$ cat config.mk
export PLATFORM = sky130hd
export DESIGN_NAME = pwm_bank
export DESIGN_NICKNAME = d
export VERILOG_FILES = /design/src/rtl/pwm_bank_pkg.sv /design/src/rtl/pwm_prescaler.sv /design/src/rtl/pwm_bank_regs.sv /design/src/rtl/pwm_channel.sv /design/src/rtl/pwm_bank.sv
export SDC_FILE = /design/constraint.sdc
export NUM_CORES = 1
export LEC_CHECK = 0
export CAP_MARGIN = 0
export CORE_AREA = 5 5 196 198
export CTS_BUF_LIST = sky130_fd_sc_hd__clkbuf_4 sky130_fd_sc_hd__clkbuf_8
export CTS_CLUSTER_DIAMETER = 120
export DETAILED_ROUTE_END_ITERATION = 7
export DIE_AREA = 0 0 201 203
export PLACE_DENSITY = 0.72
export SLEW_MARGIN = 10
export SYNTH_ARGS = -nofsm -noshare
export SYNTH_HDL_FRONTEND = slang
export SYNTH_SLANG_ARGS = --single-unit
export TNS_END_PERCENT = 20
$ cat constraint.sdc
create_clock -name clk -period 7.15 [get_ports clk]
set_input_delay 1.7875 -clock clk [delete_from_list [all_inputs] [get_ports clk]]
set_output_delay 1.7875 -clock clk [all_outputs]
set_load 0.01 [all_outputs]
$ cat src/rtl/pwm_bank_pkg.sv
// Shared types and constants for the four-channel pulse-width block.
// Assumes a 16-bit count and a 2-bit divider code (steps divided by up to 8).
package pwm_bank_pkg;
    localparam int unsigned CNT_W  = 16;
    localparam int unsigned DIV_W  = 2;
    localparam int unsigned DIV_N  = 1 << DIV_W;
    localparam int unsigned PRE_W  = DIV_N - 1;

    typedef struct packed {
        logic [DIV_W-1:0] div;
        logic             inv;
        logic [CNT_W-1:0] duty;
        logic [CNT_W-1:0] period;
    } pwm_cfg_t;
endpackage

$ cat src/rtl/pwm_prescaler.sv
// Derives one step enable per divider code from the shared 1 MHz tick.
// Assumes tick_i is a single-cycle pulse. Code k steps when the low k bits
// of the shared tick counter are all ones.
module pwm_prescaler
    import pwm_bank_pkg::*;
(
    input  logic             clk,
    input  logic             rst_n,
    input  logic             tick_i,
    output logic [DIV_N-1:0] step_o
);
    logic [PRE_W-1:0] pre_q;

    // Free-running tick counter shared by all channels.
    always_ff @(posedge clk) begin
        if (!rst_n)      pre_q <= '0;
        else if (tick_i) pre_q <= pre_q + 1'b1;
    end

    // One enable per divider code.
    for (genvar k = 0; k < DIV_N; k++) begin : g_step
        if (k == 0) begin : g_div1
            assign step_o[k] = tick_i;
        end else begin : g_divn
            assign step_o[k] = tick_i & (&pre_q[k-1:0]);
        end
    end

    // The shared counter only moves on a tick.
    AST_PRE_HOLDS: assert property (@(posedge clk) disable iff (!rst_n)
        (rst_n && !tick_i) |=> $stable(pre_q));
endmodule

$ cat src/rtl/pwm_bank_regs.sv
// Register file: address decode, staged settings, arm flags and read mux.
// Assumes single-cycle writes. An arm flag set by a period write wins over a
// commit acknowledge in the same cycle.
module pwm_bank_regs
    import pwm_bank_pkg::*;
#(
    parameter int unsigned NUM_CH   = 4,
    parameter int unsigned ADDR_W   = 12,
    parameter int unsigned DATA_W   = 32,
    parameter int unsigned PER_BASE = 'h400,
    parameter int unsigned DUT_BASE = 'h420,
    parameter int unsigned CTL_BASE = 'h440,
    parameter int unsigned INV_BIT  = 5
)(
    input  logic              clk,
    input  logic              rst_n,
    input  logic              wr_en_i,
    input  logic [ADDR_W-1:0] addr_i,
    input  logic [DATA_W-1:0] wdata_i,
    input  logic [NUM_CH-1:0] commit_i,
    output pwm_cfg_t          shadow_o [NUM_CH],
    output logic [NUM_CH-1:0] pend_o,
    output logic [DATA_W-1:0] rdata_o
);
    localparam int unsigned STRIDE = 4;

    logic [NUM_CH-1:0] hit_per, hit_dut, hit_ctl;
    logic              any_hit;
    pwm_cfg_t          shadow_q [NUM_CH];
    logic [NUM_CH-1:0] pend_q;

    // Per-channel address match for each register kind.
    always_comb begin
        for (int ch = 0; ch < NUM_CH; ch++) begin
            hit_per[ch] = (addr_i == ADDR_W'(PER_BASE + STRIDE*ch));
            hit_dut[ch] = (addr_i == ADDR_W'(DUT_BASE + STRIDE*ch));
            hit_ctl[ch] = (addr_i == ADDR_W'(CTL_BASE + STRIDE*ch));
        end
        any_hit = |{hit_per, hit_dut, hit_ctl};
    end

    // Staged settings and arm flags.
    always_ff @(posedge clk) begin
        if (!rst_n) begin
            for (int ch = 0; ch < NUM_CH; ch++) shadow_q[ch] <= '0;
            pend_q <= '0;
        end else begin
            for (int ch = 0; ch < NUM_CH; ch++) begin
                if (wr_en_i && hit_per[ch]) shadow_q[ch].period <= wdata_i[CNT_W-1:0];
                if (wr_en_i && hit_dut[ch]) shadow_q[ch].duty   <= wdata_i[CNT_W-1:0];
                if (wr_en_i && hit_ctl[ch]) begin
                    shadow_q[ch].div <= wdata_i[DIV_W-1:0];
                    shadow_q[ch].inv <= wdata_i[INV_BIT];
                end
                if (wr_en_i && hit_per[ch]) pend_q[ch] <= 1'b1;
                else if (commit_i[ch])      pend_q[ch] <= 1'b0;
            end
        end
    end

    // Read mux returns staged values; unmapped offsets read 0.
    always_comb begin
        rdata_o = '0;
        for (int ch = 0; ch < NUM_CH; ch++) begin
            if (hit_per[ch]) rdata_o[CNT_W-1:0] = shadow_q[ch].period;
            if (hit_dut[ch]) rdata_o[CNT_W-1:0] = shadow_q[ch].duty;
            if (hit_ctl[ch]) begin
                rdata_o[DIV_W-1:0] = shadow_q[ch].div;
                rdata_o[INV_BIT]   = shadow_q[ch].inv;
            end
        end
    end

    assign shadow_o = shadow_q;
    assign pend_o   = pend_q;

    for (genvar ch = 0; ch < NUM_CH; ch++) begin : g_chk
        AST_PERIOD_WRITE_ARMS: assert property (@(posedge clk) disable iff (!rst_n)
            (wr_en_i && hit_per[ch]) |=> pend_q[ch]);
        AST_UNMAPPED_IGNORED: assert property (@(posedge clk) disable iff (!rst_n)
            (wr_en_i && !any_hit) |=> $stable(shadow_q[ch]));
    end
endmodule

$ cat src/rtl/pwm_channel.sv
// One channel: running settings, period counter and output stage.
// Assumes step_i holds one enable per divider code and that the arm flag
// stays set until commit_o acknowledges it.
module pwm_channel
    import pwm_bank_pkg::*;
(
    input  logic             clk,
    input  logic             rst_n,
    input  logic [DIV_N-1:0] step_i,
    input  pwm_cfg_t         shadow_i,
    input  logic             pend_i,
    output logic             commit_o,
    output logic             pwm_o
);
    pwm_cfg_t         act_q;
    logic             run_q;
    logic [CNT_W-1:0] cnt_q;
    logic             step, at_end, load;

    // Step select, wrap detect and load decision.
    always_comb begin
        step   = step_i[act_q.div];
        at_end = ({1'b0, cnt_q} + 1'b1) == {1'b0, act_q.period};
        load   = run_q ? (step && at_end && pend_i) : pend_i;
    end

    // Running settings, enable and period counter.
    always_ff @(posedge clk) begin
        if (!rst_n) begin
            act_q <= '0;
            run_q <= 1'b0;
            cnt_q <= '0;
        end else if (load) begin
            act_q <= shadow_i;
            run_q <= (shadow_i.period != '0);
            cnt_q <= '0;
        end else if (run_q && step) begin
            cnt_q <= at_end ? '0 : cnt_q + 1'b1;
        end
    end

    assign commit_o = load;
    assign pwm_o    = run_q & ((cnt_q < act_q.duty) ^ act_q.inv);

    AST_CNT_IN_RANGE: assert property (@(posedge clk) disable iff (!rst_n)
        run_q |-> (cnt_q < act_q.period));
    AST_CFG_HELD: assert property (@(posedge clk) disable iff (!rst_n)
        (rst_n && !load) |=> $stable(act_q));
    AST_STOP_AT_WRAP: assert property (@(posedge clk) disable iff (!rst_n)
        ($past(rst_n) && $fell(run_q)) |-> $past(step && at_end));
    AST_IDLE_START: assert property (@(posedge clk) disable iff (!rst_n)
        (rst_n && !run_q && pend_i && shadow_i.period != '0) |=> (run_q && cnt_q == '0));
endmodule

$ cat src/rtl/pwm_bank.sv
// Top of the four-channel pulse-width block: prescaler, register file and
// one channel instance per output.
// Assumes tick_i is a one-cycle enable pulse at 1 MHz, synchronous to clk.
module pwm_bank
    import pwm_bank_pkg::*;
#(
    parameter int unsigned NUM_CH = 4,
    parameter int unsigned ADDR_W = 12,
    parameter int unsigned DATA_W = 32
)(
    input  logic              clk,
    input  logic              rst_n,
    input  logic              tick_i,
    input  logic              wr_en_i,
    input  logic [ADDR_W-1:0] addr_i,
    input  logic [DATA_W-1:0] wdata_i,
    output logic [DATA_W-1:0] rdata_o,
    output logic [NUM_CH-1:0] pwm_o
);
    logic [DIV_N-1:0]  step;
    pwm_cfg_t          shadow [NUM_CH];
    logic [NUM_CH-1:0] pend, commit;

    pwm_prescaler i_pre (
        .clk    (clk),
        .rst_n  (rst_n),
        .tick_i (tick_i),
        .step_o (step)
    );

    pwm_bank_regs #(
        .NUM_CH (NUM_CH),
        .ADDR_W (ADDR_W),
        .DATA_W (DATA_W)
    ) i_regs (
        .clk      (clk),
        .rst_n    (rst_n),
        .wr_en_i  (wr_en_i),
        .addr_i   (addr_i),
        .wdata_i  (wdata_i),
        .commit_i (commit),
        .shadow_o (shadow),
        .pend_o   (pend),
        .rdata_o  (rdata_o)
    );

    for (genvar ch = 0; ch < NUM_CH; ch++) begin : g_ch
        pwm_channel i_ch (
            .clk      (clk),
            .rst_n    (rst_n),
            .step_i   (step),
            .shadow_i (shadow[ch]),
            .pend_i   (pend[ch]),
            .commit_o (commit[ch]),
            .pwm_o    (pwm_o[ch])
        );
    end
endmodule

Word-level counts from Yosys, hierarchy flattened
Cells that the tools add are included.
{"block": "word_totals", "ff_bits": 355, "latch_bits": 0, "ramBits": 0, "romBits": 0, "input_bits": 48, "out_inout_bits": 36, "word_cells": 168, "n_memories": 0}
{"block": "op_classes", "addsub": 9, "n_mul": 0, "div_mod_pow": 0, "n_lt_le_gt_ge": 8, "eq_ne": 16, "n_shift": 0, "n_mux": 40, "n_bitwise": 12, "n_reduce_logical": 38}
{"cell": "two-way mux 16 bit", "n": 12}
{"cell": "equality test 12 x 11 -> 1 bit (second input constant)", "n": 12}
{"cell": "adder 16 x 1 -> 17 bit (second input constant)", "n": 4}
{"cell": "equality test 17 x 16 -> 1 bit", "n": 4}
{"cell": "adder 16 x 1 -> 16 bit (second input constant)", "n": 4}
{"cell": "< comparator 16 bit", "n": 4}
{"cell": "nonzero test 16 bit", "n": 4}
{"cell": "logical AND 1 bit", "n": 24}
{"cell": "two-way mux 1 bit", "n": 20}
{"cell": "< comparator 2 x 3 -> 1 bit (second input constant)", "n": 4}
{"cell": "binary-select mux 1 bit (select 2 bit)", "n": 4}
{"cell": "two-way mux 2 bit", "n": 4}
{"cell": "nonzero test 2 bit", "n": 4}
{"cell": "OR reduction 2 bit", "n": 4}
{"cell": "AND 1 bit", "n": 7}
{"cell": "bitwise XOR 1 bit", "n": 4}
{"cell": "adder 3 x 1 -> 3 bit (second input constant)", "n": 1}
{"cell": "AND reduction 3 bit", "n": 1}
{"cell": "AND reduction 2 bit", "n": 1}
{"cell": "NOT 1 bit", "n": 1}

Longest topological paths before layout
{"block": "logic_depth", "depth_word": 13, "depth_mapped": 13, "depth_no_buf": 10}

Cells and area by module
From an unflattened synthesis, not the netlist that was laid out.
{"block": "unflattened", "hier_cells": 2371, "hier_area_um2": 20226.9}
{"module": "pwm_channel", "n_inst": 4, "cells_each": 385, "area_each_um2": 3279.4, "seq_area_each_um2": 1041.0}
{"module": "pwm_bank_regs", "n_inst": 1, "cells_each": 815, "area_each_um2": 6936.7, "seq_area_each_um2": 2882.8}
{"module": "pwm_prescaler", "n_inst": 1, "cells_each": 16, "area_each_um2": 172.7, "seq_area_each_um2": 60.1}

Worst setup path before layout
OpenSTA, ideal clock, no wires.
{"block": "synth_timing", "path_kind": "input to output", "start": "in addr_i[9]", "end": "out rdata_o[6]", "arrival_ns": 3.703, "t_required_ns": 5.362, "setup_slack_ns": 1.659, "path_stages": 9, "path_buffers": 1, "path_cell_list": "nor4b_1 nand3_1 or2_2 nor2_1 clkbuf_1 a222oi_1 nand3_1 o21ai_0 o21ai_0"}
{"block": "synth_between", "elab_chain_len": 9, "word_cells_on_any_way": 16, "classes_between": "eq/ne: 8; mux: 8"}
{"item": "start: declaration", "line": "pwm_bank.sv:15", "text": "input logic [ADDR_W-1:0] addr_i,"}
{"item": "equality test 12 x 11 -> 1 bit", "line": "pwm_bank_regs.sv:35", "text": "hit_per[ch] = (addr_i == ADDR_W'(PER_BASE + STRIDE*ch));"}
{"item": "two-way mux 16 bit", "line": "pwm_bank_regs.sv:65", "text": "if (hit_per[ch]) rdata_o[CNT_W-1:0] = shadow_q[ch].period;"}
{"item": "two-way mux 16 bit", "line": "pwm_bank_regs.sv:66", "text": "if (hit_dut[ch]) rdata_o[CNT_W-1:0] = shadow_q[ch].duty;"}
{"item": "two-way mux 16 bit", "line": "pwm_bank_regs.sv:65"}
{"item": "two-way mux 16 bit", "line": "pwm_bank_regs.sv:66"}
{"item": "two-way mux 16 bit", "line": "pwm_bank_regs.sv:65"}
{"item": "two-way mux 16 bit", "line": "pwm_bank_regs.sv:66"}
{"item": "two-way mux 16 bit", "line": "pwm_bank_regs.sv:65"}
{"item": "two-way mux 16 bit (*)", "line": "pwm_bank_regs.sv:66"}
{"item": "end: declaration", "line": "pwm_bank.sv:17", "text": "output logic [DATA_W-1:0] rdata_o,"}
Every way passes the cells marked *; elsewhere a longest branch is shown, timed or not.

Worst setup path after layout
{"block": "layout_timing", "start": "in addr_i[9]", "end": "out rdata_o[11]"}
Same word-level chain as after synthesis.

==> results.md <==
Power:
- The total power is ~0.0042 W.
- Summed over all cells, the static leakage comes to slightly below 8 nW.
- In this run, the combinational gates consume 3.8% of the power.
- Power spread over the standard cell area amounts to between 150 and 200 nW/um^2.
- Net switching is 23.2% of the power.
- The share of total power in sequential cells is 47.2%.
- In this run the power spent charging and discharging nets is around 0.00098 W.
- The share of power burned in the clock network is roughly half.
- IR analysis of the VDD net gives a maximum drop of 0.142 mV.
- The internal power component is 0.00325 W.

Timing:
- Counting I/O delays and the setup requirement, the final critical path takes 6.85 ns.
- In the final timing run, aggregate negative setup slack is 0 ns.
- The final count of hold timing violations came to 0.
- After layout, the worst path uses a little over nine tenths of the clock period.
- The tightest slew margin relative to the limit is 17.8%.
- The number of endpoints failing setup at the final stage is 0.
- At the pin with the least slew margin, the transition time is about 1.2 ns.
- Setup repair after global routing left no endpoint under its margin.
- The max-slew violation count is 0.
- The worst clock skew is approximately 0.019 ns.
- The final hold slack is ~0.46 ns.
- Based on the critical path, the design can be clocked at up to roughly 150 MHz.

Synth:
- The dominant synthesized flop cell is sky130_fd_sc_hd__dfxtp_1.
- The average instance area after synthesis is 7.71 sq um.
- The count of flip-flops with a built-in enable after synthesis is 0.
- In this run the biggest area consumer among cell types represents 36.2% of the synthesized area.
- The share of synthesized area occupied by flip-flops and latches is 36.2%.
- The warning count from the yosys run is 0.
- Sorting the synthesized cells by area gives the leading types as sky130_fd_sc_hd__dfxtp_1 36%, sky130_fd_sc_hd__nand2_1 8.8%, sky130_fd_sc_hd__a21oi_1 5.1%, sky130_fd_sc_hd__nand3_1 4.6%, sky130_fd_sc_hd__ha_1 4.2%.
- Counting flops with an async set or reset pin after synthesis yields a share of 0%.
- In the synthesized netlist, the number of instances is 2550.
- The cell area that synthesis handed to floorplanning was 19700 sq um.
- The cell type with the highest aggregate area in the netlist is sky130_fd_sc_hd__dfxtp_1.
- The number of storage elements in the synthesis netlist is 355.
- The netlist uses 85 different library cells.

Drt:
- The violation count after the first detailed-route iteration is 1778.
- The routed length per placed instance is just over 20 microns.
- The detailed router placed between 15000 and 20000 vias in this run.
- For this run, design rule violations remaining after detail routing come to 8.
- The final layout contains routed wiring with a total length of 59.9 mm.
- The number of detailed-route iterations in the first pass is 8.
- In the routed layout, each cell is associated on average with a via count of 6.23.
- The count of nets left with antenna violations once routing finished came out at 0.

CTS:
- The clock passes through at most 3 buffers.
- The insertion delay of the later-clocked pin in the worst-skew pair is about 0.64 ns.
- The TritonCTS clock tree is done.
- The number of buffers inserted during clock tree synthesis is 59.
- The root buffer cell is sky130_fd_sc_hd__clkbuf_8.
- Clock-pin slew was measured on the worst setup and hold paths at roughly 0.060 ns.
- After clock tree synthesis, the flow added hold-fix buffers numbering 0.
- Counting every sink on the clock net gives 355.
- The H-tree depth is 2.

Setup path:
- Along the worst path, the maximum fanout reaches 26.
- The slowest stage of the critical path belongs to the cell sky130_fd_sc_hd__o21ai_0.
- Data on the critical path arrives at its endpoint at around 5.1 ns.
- The type of the worst setup path is in -> out.
- STA classifies the critical path startpoint as an input port.
- Grouping stages by cell kind, the critical path spends the most delay in simple AND/OR/NAND/NOR gates.
- The critical path goes through clkdlybuf4s50_1 -> nor4b_1 -> buf_4 -> nand3_1 -> nor2_1 -> nand2_1 -> o21ai_0 -> o21ai_0 -> clkdlybuf4s50_1.
- STA puts the critical path data required time at 5.36 ns.
- The largest single stage delay on the critical path is 0.70 ns.
- The number of buffers and inverters on the critical path is 3.
- The type of element capturing the critical path is an output port.

Global route:
- The number of global-route vias before repair came to 17300.
- The total routing usage reported by global routing is 28.4%.
- The first global-routing pass estimated 95.8 mm of wire.
- The remaining global-route overflow is 0.
- The initial antenna violation count was 0.
- Entering global routing, the biggest net connects 144 pins.

Floorplan:
- The number of rows in the core area is 70.
- The width of the die is 201 microns.
- The die is about 200 microns tall.
- The placeable core region is roughly 36000 sq um.
- The area enclosed by the die boundary is 40800 sq um.
- The initial core utilization is 54.1%.
- For this design the top-level I/O count stands at 84.

Place:
- After legalization and detailed placement, the total HPWL measured 42.3 mm.
- Routability-driven placement finished with a final weighted congestion of 0.969.
- Input and output buffers added on the ports amount to 51.

Run:
- Across the run, the number of max-cap violations was 0.

Finish:
- The number of antenna diodes in the final layout is 0.
- Of the cells placed in the final design, the portion with a size suffix greater than 1 is under 10%.
- The area growth from synthesis to layout is 8.27%.
- The number of nets in the layout is 2580.

Run status:
- The checks that failed: DRC.
- The run finished, with violations left.

Min path:
- In this run the worst hold path is classified as reg -> reg.
## metal layers
metal  track usage, %  vias to the layer above  part of all wire, %  wire (microns)
met3             4.60                      135                  6.7            4050
met4             10.6                        0                  3.9            2320
met2             44.7                      686                   45           26900
li1                 -                     8873                    -               -
met1             39.6                     8855                   44           26600
met5                0                        -                    0               0
## cells in the final DEF, fill, tap and decap left out, types with 39 or more instances in the layout
| cell | n |
|---|---|
| sky130_fd_sc_hd__nand2_1 | 463 |
| sky130_fd_sc_hd__dfxtp_1 | 355 |
| sky130_fd_sc_hd__a21oi_1 | 199 |
| sky130_fd_sc_hd__nand3_1 | 180 |
| sky130_fd_sc_hd__nor2_1 | 100 |
| sky130_fd_sc_hd__o21ai_0 | 100 |
| sky130_fd_sc_hd__nand4_1 | 94 |
| sky130_fd_sc_hd__inv_1 | 83 |
| sky130_fd_sc_hd__mux2i_1 | 74 |
| sky130_fd_sc_hd__clkbuf_8 | 74 |
| sky130_fd_sc_hd__ha_1 | 66 |
| sky130_fd_sc_hd__a31oi_1 | 54 |
| sky130_fd_sc_hd__xnor2_1 | 50 |
| sky130_fd_sc_hd__clkdlybuf4s50_1 | 50 |
| sky130_fd_sc_hd__and3_1 | 41 |
| sky130_fd_sc_hd__nor3_1 | 39 |
## synth_stat cells, types with 6 or more instances
library cell and n:
sky130_fd_sc_hd__or4_1 14, sky130_fd_sc_hd__ha_1 66, sky130_fd_sc_hd__mux2i_1 74, sky130_fd_sc_hd__a2111oi_0 9, sky130_fd_sc_hd__o211ai_1 7, sky130_fd_sc_hd__dfxtp_1 355, sky130_fd_sc_hd__a221oi_1 7, sky130_fd_sc_hd__xnor2_1 50
sky130_fd_sc_hd__a21oi_1 199, sky130_fd_sc_hd__o21ai_1 9, sky130_fd_sc_hd__o31ai_1 34, sky130_fd_sc_hd__nand3b_1 8, sky130_fd_sc_hd__and2_1 9, sky130_fd_sc_hd__a31oi_1 54, sky130_fd_sc_hd__o21ai_0 100, sky130_fd_sc_hd__nor3b_1 10
sky130_fd_sc_hd__inv_1 83, sky130_fd_sc_hd__nand4_1 94, sky130_fd_sc_hd__a21o_1 26, sky130_fd_sc_hd__or3_1 21, sky130_fd_sc_hd__clkbuf_1 145, sky130_fd_sc_hd__buf_2 38, sky130_fd_sc_hd__nor3_1 39, sky130_fd_sc_hd__xor2_1 38
sky130_fd_sc_hd__buf_4 38, sky130_fd_sc_hd__and3_1 41, sky130_fd_sc_hd__nor2b_1 17, sky130_fd_sc_hd__nor2_1 103, sky130_fd_sc_hd__and4_1 11, sky130_fd_sc_hd__a22oi_1 18, sky130_fd_sc_hd__nand2b_1 21, sky130_fd_sc_hd__nand3_1 180
sky130_fd_sc_hd__o22ai_1 6, sky130_fd_sc_hd__a222oi_1 14, sky130_fd_sc_hd__buf_1 6, sky130_fd_sc_hd__nor4_1 34, sky130_fd_sc_hd__or2_2 9, sky130_fd_sc_hd__nand2_1 463
## sequential cells by signal, indices dropped and copies added, names as in the netlist
signal           flops
g_ch.i_ch.act_q    140
g_ch.i_ch.cnt_q     64
g_ch.i_ch.run_q      4
i_pre.pre_q          3
i_regs.pend_o        4
i_regs.shadow_o    140
## logic make-up (layout without fill, tap and decap cells)
logic type               count (synthesis)  after routing  share of synthesized area (%)
AO/OA/AOI/OAI                          541            541                           17.1
XOR/XNOR                                88             88                           3.92
adder cells (fa/ha/maj)                 66             66                           4.20
buffers and inverters                  322            268                           7.34
flip-flops                             355            355                           36.2
multiplexers                            77             77                           3.94
other                                    1             16                         0.0191
AND/OR/NAND/NOR                       1100           1100                           27.3
## through the flow
step	instances	area (sq um)	util (%)	setup WS, ns
after global routing	2979	21300	58.6	0.00780
after detailed placement	2873	19900	54.8	0.248
after global placement	2873	19900	54.8	0.316
after CTS	2979	21300	58.5	0.224
after floorplan	2565	19700	-	1.66
final	2979	21300	58.6	0.304
## worst register-to-register path, delay by kind of cell (launching register included)
kind            cells  cell delay (ns)
simple gates        6             2.20
compound gates      2             0.95
flops               1             0.53
buf+inv             1             0.41
## layout make-up
type | instances | area (sq um)
fillers | 3309 | 15100
clock buffers | 88 | 1120
flip-flops and latches | 355 | 7110
clock inverters | 18 | 245
repair buffers | 77 | 711
inverters | 85 | 324
well taps | 468 | 586
multi-input cells | 1888 | 11200
## power groups by stage
| stage | Sequential, W | Clock [W] | Combinational [W] |
|---|---|---|---|
| after global placement | 0.00204 | 0 | 0.000156 |
| after floorplan | 0.00203 | 0 | 0.000119 |
| after detailed placement | 0.00204 | 0 | 0.000158 |
| after global routing | 0.00199 | 0.00220 | 0.000176 |
| after CTS | 0.00199 | 0.00210 | 0.000159 |
| final | 0.00199 | 0.00207 | 0.000162 |
## worst paths after layout
kind                          startpoint                     end  slack, ns  cells after the start
setup / recovery               addr_i[9]             rdata_o[11]       0.30                      9
setup reg to reg   g_ch[1].i_ch.cnt_q[2]   g_ch[1].i_ch.cnt_q[6]       2.94                      9
hold / removal    g_ch[0].i_ch.act_q[30]  g_ch[0].i_ch.act_q[30]       0.46                      2
hold reg to reg   g_ch[0].i_ch.act_q[30]  g_ch[0].i_ch.act_q[30]       0.46                      2
## timing repair
action	in CTS	in global routing
buffers inserted	0	0
setup endpoints to repair	0	8
hold endpoints to repair	0	0
resized for setup	0	2
No activity file was read; power rests on OpenSTA's default activity.
